File: config.mk
export PLATFORM = sky130hd
export DESIGN_NAME = tx_pad_crc
export DESIGN_NICKNAME = d
export VERILOG_FILES = /design/src/rtl/tx_pad_crc_pkg.sv /design/src/rtl/txpc_crc_reg.sv /design/src/rtl/txpc_len_ctr.sv /design/src/rtl/tx_pad_crc.sv
export SDC_FILE = /design/constraint.sdc
export NUM_CORES = 1
export LEC_CHECK = 0
export ABC_AREA = 1
export BUFFER_PORTS_ARGS = -buffer_cell sky130_fd_sc_hd__buf_2
export CORE_ASPECT_RATIO = 0.5
export CORE_UTILIZATION = 25
export CTS_CLUSTER_SIZE = 28
export DETAILED_ROUTE_END_ITERATION = 16
export HOLD_SLACK_MARGIN = 0.05
export PLACE_DENSITY = 0.51
export SLEW_MARGIN = 20
export SYNTH_ARGS = -nofsm -noshare
export SYNTH_HDL_FRONTEND = slang
export SYNTH_SLANG_ARGS = --single-unit
File: constraint.sdc
create_clock -name clk -period 2.8 [get_ports clk]
set_input_delay 0.28 -clock clk [delete_from_list [all_inputs] [get_ports clk]]
set_output_delay 0.28 -clock clk [all_outputs]
set_load 0.01 [all_outputs]
File: src/rtl/tx_pad_crc_pkg.sv
// Shared types and the CRC-32 byte step for the transmit padder.
// Assumes the reflected IEEE CRC-32 with the state kept uninverted.
package tx_pad_crc_pkg;

    typedef enum logic [1:0] {
        PH_DATA = 2'd0,
        PH_PAD  = 2'd1,
        PH_FCS  = 2'd2
    } phase_t;

    localparam logic [31:0] CRC_POLY_REFL = 32'hEDB8_8320;

    // Folds one byte into a running reflected CRC-32 state, LSB first.
    function automatic logic [31:0] crc32_step(input logic [31:0] state,
                                               input logic [7:0]  din);
        logic [31:0] s;
        s = state ^ {24'd0, din};
        for (int k = 0; k < 8; k++) begin
            s = s[0] ? ((s >> 1) ^ CRC_POLY_REFL) : (s >> 1);
        end
        return s;
    endfunction

endpackage

File: src/rtl/txpc_crc_reg.sv
// Running CRC-32 register. It reseeds to all ones when restart is set
// with a byte, and folds in one byte per advance. Its output is the
// final (inverted) FCS value. Assumes restart comes only with advance.
module txpc_crc_reg
    import tx_pad_crc_pkg::*;
#(
    parameter int CRC_W = 32
) (
    input  logic             clk,
    input  logic             rst_n,
    input  logic             restart,
    input  logic             advance,
    input  logic [7:0]       din,
    output logic [CRC_W-1:0] fcs
);
    logic [CRC_W-1:0] state_q;
    logic [CRC_W-1:0] seed;

    // Pick the seed: all ones at frame start, else the running state.
    always_comb seed = restart ? {CRC_W{1'b1}} : state_q;

    // Fold each accepted byte into the state.
    always_ff @(posedge clk) begin
        if (!rst_n)       state_q <= {CRC_W{1'b1}};
        else if (advance) state_q <= crc32_step(seed, din);
    end

    // Output the final inversion of the state.
    always_comb fcs = ~state_q;
endmodule

File: src/rtl/txpc_len_ctr.sv
// Saturating byte counter for the padder. cnt_next is the count that
// includes the byte advancing this cycle: 1 on restart, otherwise one
// more than before, capped at LIMIT.
module txpc_len_ctr #(
    parameter int LIMIT = 60,
    localparam int CW   = $clog2(LIMIT + 1)
) (
    input  logic          clk,
    input  logic          rst_n,
    input  logic          restart,
    input  logic          advance,
    output logic [CW-1:0] cnt_next
);
    logic [CW-1:0] cnt_q;

    // Work out the count that includes the current byte.
    always_comb begin
        if (restart)                 cnt_next = CW'(1);
        else if (cnt_q == CW'(LIMIT)) cnt_next = cnt_q;
        else                         cnt_next = cnt_q + CW'(1);
    end

    // Store the count when a byte advances.
    always_ff @(posedge clk) begin
        if (!rst_n)       cnt_q <= '0;
        else if (advance) cnt_q <= cnt_next;
    end
endmodule

File: src/rtl/tx_pad_crc.sv
// Transmit padder and FCS appender. Payload beats pass through with no
// latency. Short frames are padded with zeros up to MIN_PAYLOAD bytes,
// and a 4-byte CRC-32 goes out LSB first when required. Assumes the
// source holds a beat steady until it is accepted, and that in_first
// marks the first beat of every frame.
module tx_pad_crc
    import tx_pad_crc_pkg::*;
#(
    parameter int MIN_PAYLOAD = 60,
    parameter int FCS_BYTES   = 4,
    localparam int CW = $clog2(MIN_PAYLOAD + 1),
    localparam int IW = $clog2(FCS_BYTES)
) (
    input  logic       clk,
    input  logic       rst_n,
    input  logic       in_valid,
    output logic       in_ready,
    input  logic [7:0] in_data,
    input  logic       in_first,
    input  logic       in_last,
    input  logic       in_fcs_off,
    input  logic       in_pad_off,
    output logic       out_valid,
    input  logic       out_ready,
    output logic [7:0] out_data,
    output logic       out_last
);
    phase_t        phase_q;
    logic          fcs_off_q, pad_off_q;
    logic [IW-1:0] fcs_idx_q;
    logic [CW-1:0] cnt_next;
    logic [31:0]   fcs;
    logic          in_fire, out_fire, adv, rst_cnt;
    logic          eff_fcs_off, eff_pad_off, need_pad, add_fcs;
    logic [7:0]    crc_din;

    assign in_fire  = in_valid && in_ready;
    assign out_fire = out_valid && out_ready;

    // Use the flags from the first beat, or the stored ones after it.
    always_comb begin
        eff_fcs_off = in_first ? in_fcs_off : fcs_off_q;
        eff_pad_off = in_first ? in_pad_off : pad_off_q;
        need_pad    = !eff_pad_off && (cnt_next < CW'(MIN_PAYLOAD));
        add_fcs     = need_pad || !eff_fcs_off;
    end

    // Feed the counter and CRC from payload beats and pad beats.
    always_comb begin
        adv     = (phase_q == PH_DATA && in_fire) || (phase_q == PH_PAD && out_fire);
        rst_cnt = (phase_q == PH_DATA) && in_first;
        crc_din = (phase_q == PH_PAD) ? 8'h00 : in_data;
    end

    txpc_len_ctr #(.LIMIT(MIN_PAYLOAD)) u_len (
        .clk(clk), .rst_n(rst_n), .restart(rst_cnt), .advance(adv),
        .cnt_next(cnt_next)
    );

    txpc_crc_reg #(.CRC_W(32)) u_crc (
        .clk(clk), .rst_n(rst_n), .restart(rst_cnt), .advance(adv),
        .din(crc_din), .fcs(fcs)
    );

    // Drive the output beat and input ready from the current phase.
    always_comb begin
        in_ready  = 1'b0;
        out_valid = 1'b0;
        out_data  = 8'h00;
        out_last  = 1'b0;
        unique case (phase_q)
            PH_DATA: begin
                in_ready  = out_ready;
                out_valid = in_valid;
                out_data  = in_data;
                out_last  = in_last && !add_fcs;
            end
            PH_PAD: begin
                out_valid = 1'b1;
            end
            PH_FCS: begin
                out_valid = 1'b1;
                out_data  = fcs[{fcs_idx_q, 3'b000} +: 8];
                out_last  = (fcs_idx_q == IW'(FCS_BYTES - 1));
            end
            default: ;
        endcase
    end

    // Store the frame flags that come with the first beat.
    always_ff @(posedge clk) begin
        if (!rst_n) begin
            fcs_off_q <= 1'b0;
            pad_off_q <= 1'b0;
        end else if (in_fire && in_first) begin
            fcs_off_q <= in_fcs_off;
            pad_off_q <= in_pad_off;
        end
    end

    // Step through data, pad and FCS phases.
    always_ff @(posedge clk) begin
        if (!rst_n) begin
            phase_q   <= PH_DATA;
            fcs_idx_q <= '0;
        end else begin
            unique case (phase_q)
                PH_DATA: if (in_fire && in_last) begin
                    fcs_idx_q <= '0;
                    if (need_pad)     phase_q <= PH_PAD;
                    else if (add_fcs) phase_q <= PH_FCS;
                end
                PH_PAD: if (out_fire && cnt_next == CW'(MIN_PAYLOAD)) begin
                    phase_q <= PH_FCS;
                end
                PH_FCS: if (out_fire) begin
                    fcs_idx_q <= fcs_idx_q + IW'(1);
                    if (out_last) phase_q <= PH_DATA;
                end
                default: phase_q <= PH_DATA;
            endcase
        end
    end
endmodule

==> flow_summary.yaml <==
global_route:
  grt_pass1_wl_um: 16100
  grtUsageTotal_pct: 14.41
  grt_use_met1_pct: 19.40
  grt-busiest-layer: "met2"
  grt_util_met2_pct: 23.33
  antenna_found_initial: 0
  use_met3_pct: 2.677
  first_global_vias: 3067
  grt_overflow: 0
  grt_start_max_net_pins: 36
setup_path:
  crit_fanout: 16
  cp.required_ns: 2.98
  cpMaxStageDelayCell: "dfxtp_1"
  critPathCaptureType: "register"
  cp-endpoint: "u_crc.state_q[10]$_SDFFE_PN1P_"
  crit_type: "reg2reg"
  r2r-end: "u_crc.state_q[10]$_SDFFE_PN1P_"
  worstPathCellList: "inv_1, ha_1, buf_4, nand2_1, a21oi_1, nand3_1, nand2_1, inv_1, buf_4, o311ai_0"
  reg2reg_slack_ns: 0.32
  startpoint: "phase_q[1]$_SDFFE_PN0P_"
  arrival_ns: 2.66
  cp-start-kind: "register"
  r2r_cells: 10
  r2r-start: "phase_q[1]$_SDFFE_PN0P_"
  max_stage_delay_ns: 0.34
logic_synthesis:
  yosysTopAreaCell: "dfxtp_1"
  syn_area_per_cell_um2: 6.963
  synthCells: 501
  synth_top_area_share_pct: 25.25
  yosysSeqAreaShare_pct: 25.25
  synth_nets: 524
  mappedNetlistArea_um2: 3488
  yosysWarnings: 0
  synth_cell_types: 40
  synth_area_leaders: "dfxtp_1 (25%), nand2_1 (11%), nand3_1 (6.7%), inv_1 (6.3%), xor2_1 (6.3%)"
  ys_ff_latch: 44
outcome:
  run_status: "completed"
clock_network:
  clk_pin_slew_ns: 0.06
  cts_tree: "yes"
  cts.sinks: 44
  cts_buffer_depth: 2
  htree_levels: 2
  cts_made_buffers: 5
  cts_hold_buffers: 0
  clk-insertion-delay-late_ns: 0.30
  clockRootBuffer: "clkbuf_16"
  post_cts_resized: 0
  post_cts_buffers: 0
timing:
  min_period_ns: 2.484
  tightest_slew_ns: 0.6697
  fmax_ghz: 0.4025
  fin_crit_sh_pct: 88.72
  setup_viol: 0
  slew_viol_final: 0
  rsz0062_at_grt: "false"
  hold_viol: 0
  clock_skew_ns: 0.009338
  slew_headroom_pct: 55.30
  fin_setup_tns_ns: 0
placement:
  gp_congestion: 0.8038
  port_buffers: 26
  dp_hpwl_um: 7044
final_layout:
  syn_to_final_growth_pct: 16.68
  fin_util_pct: 29.95
  multiInputGateArea_um2: 2265
  diodes: 0
  fill_cells: 1523
  fin_nets: 551
  seq_area_um2: 880.8
  drive_above_1_share_pct: 16.45
floorplanning:
  die_height_um: 85.53
  start_util_pct: 25.67
  io_pins: 27
  dieArea_um2: 14460
  fp.dieW_um: 169.1
  placementRows: 30
  coreArea_um2: 13590
hold_path:
  hold_path_class: "in2reg"
  holdPathStages: 3
  min_from: "in_pad_off"
detailed_routing:
  wl_um: 9920
  num_vias: 3227
  viasPerCell: 4.476
  first_pass_iters: 4
  first_iter_violations: 258
  wire_per_inst_um: 13.76
  ant_nets: 0
  drc: 0
power_and_ir_drop:
  p_per_area_nw_per_um2: 1302
  leakage_uw: 0.001914
  peakVddDrop_mv: 0.3456
run:
  cap_violations: 0
-- cells in the final DEF (no fill, tap or decap), types with 2 or more instances in the layout --
cell	Yosys	routed
nand2_1	102	102
inv_1	59	59
nand3_1	47	47
dfxtp_1	44	44
o21ai_0	40	40
a21oi_1	37	37
nor2_1	36	36
buf_2	5	26
xor2_1	25	25
buf_4	2	15
nand2_2	11	11
o211ai_1	10	10
xnor2_1	9	9
xor2_2	7	7
ha_1	7	7
nand2_4	5	5
clkbuf_16	0	5
a32o_1	4	4
nand4_1	4	4
xnor2_4	4	4
xor2_4	3	3
or2_1	3	3
a211oi_1	2	2
nand3_2	2	2
inv_2	2	2
o2111ai_1	2	2
nor3_1	2	2
o311ai_0	2	2
clkbuf_8	0	2
-- report_power, final --
| part | internal (µW) | switching, µW |
|---|---|---|
| logic | 1360 | 2250 |
| registers | 822 | 135 |
| clock network | 470 | 262 |
-- worst min path at each step --
stage and end:
3_3_place_gp u_crc.state_q[29]$_SDFFE_PN1P_, 3_5_place_dp u_crc.state_q[29]$_SDFFE_PN1P_, 5_1_grt pad_off_q$_SDFFE_PN0P_, 6_report pad_off_q$_SDFFE_PN0P_, 2_1_floorplan pad_off_q$_SDFFE_PN0P_, 4_1_cts pad_off_q$_SDFFE_PN0P_
-- per-layer routing --
metal | up-vias | routed length [µm]
met3 | 9 | 407
met2 | 62 | 4450
li1 | 1671 | -
met1 | 1485 | 4962
met5 | - | 0
met4 | 0 | 100
-- sequential cells by signal, indices dropped and copies added (netlist names) --
signal / flops
fcs_idx_q: 2
fcs_off_q: 1
pad_off_q: 1
phase_q: 2
u_crc.state_q: 32
u_len.cnt_q: 6
-- critical path: cells and delay by family, from the launching register on --
family                     cells  cell delay (ns)
DFF                            1             0.34
AOI/OAI and AO/OA              2             0.60
buffers and inverters          4             0.93
and+or+nand+nor                3             0.29
adders and majority gates      1             0.21
-- synthesized netlist by cell type --
library cell / instances
or2_2: 1
a221oi_1: 1
inv_2: 2
xnor2_2: 1
a21o_1: 1
buf_1: 1
xnor2_4: 4
buf_4: 2
xor2_2: 7
buf_6: 1
o21ai_1: 1
xor2_1: 25
nand3b_1: 1
o311ai_0: 2
a21oi_1: 37
xnor2_1: 9
dfxtp_1: 44
inv_1: 59
clkinv_1: 1
o2111ai_1: 2
a32o_1: 4
nand3_2: 2
o211ai_1: 10
a211oi_1: 2
nand3_1: 47
nor2_1: 36
ha_1: 7
or2_1: 3
nand2_2: 11
o221ai_1: 1
o21ai_0: 40
clkbuf_1: 13
nor3_1: 2
nand2_4: 5
buf_2: 5
nand2_1: 102
xor2_4: 3
inv_4: 1
mux2i_1: 1
nand4_1: 4
-- cell type report --
cell class / instances / area share (%)
flip-flops and latches: 44 / 21.64
multi-input cells: 372 / 55.64
well taps: 192 / 5.902
repair buffers: 42 / 6.456
inverters: 63 / 5.872
clock buffers: 7 / 3.750
clock inverters: 1 / 0.7378
-- logic make-up after synthesis --
group / share of synthesized area, %
multiplexers: 0.2870
XOR/XNOR: 17.79
AND/OR/NAND/NOR: 27.69
adder cells (fa/ha/maj): 2.511
buffers and inverters: 9.828
AO/OA/AOI/OAI: 16.64
flip-flops: 25.25
-- per-stage QoR --
step                      std cells  setup slack, ns  area [µm²]  total power [µW]  hold WS [ns]
after floorplan                 501           0.7866        3488              3712        0.4149
after global placement          708           0.3533        3837              4526        0.4569
after detailed placement        708           0.3099        3837              4521        0.4588
after CTS                       716           0.1506        4020              5270        0.2523
after global routing            721           0.1156        4070              5780        0.2663
final                           721           0.3157        4070              5298        0.2453
(Power assumes the default switching activity.)
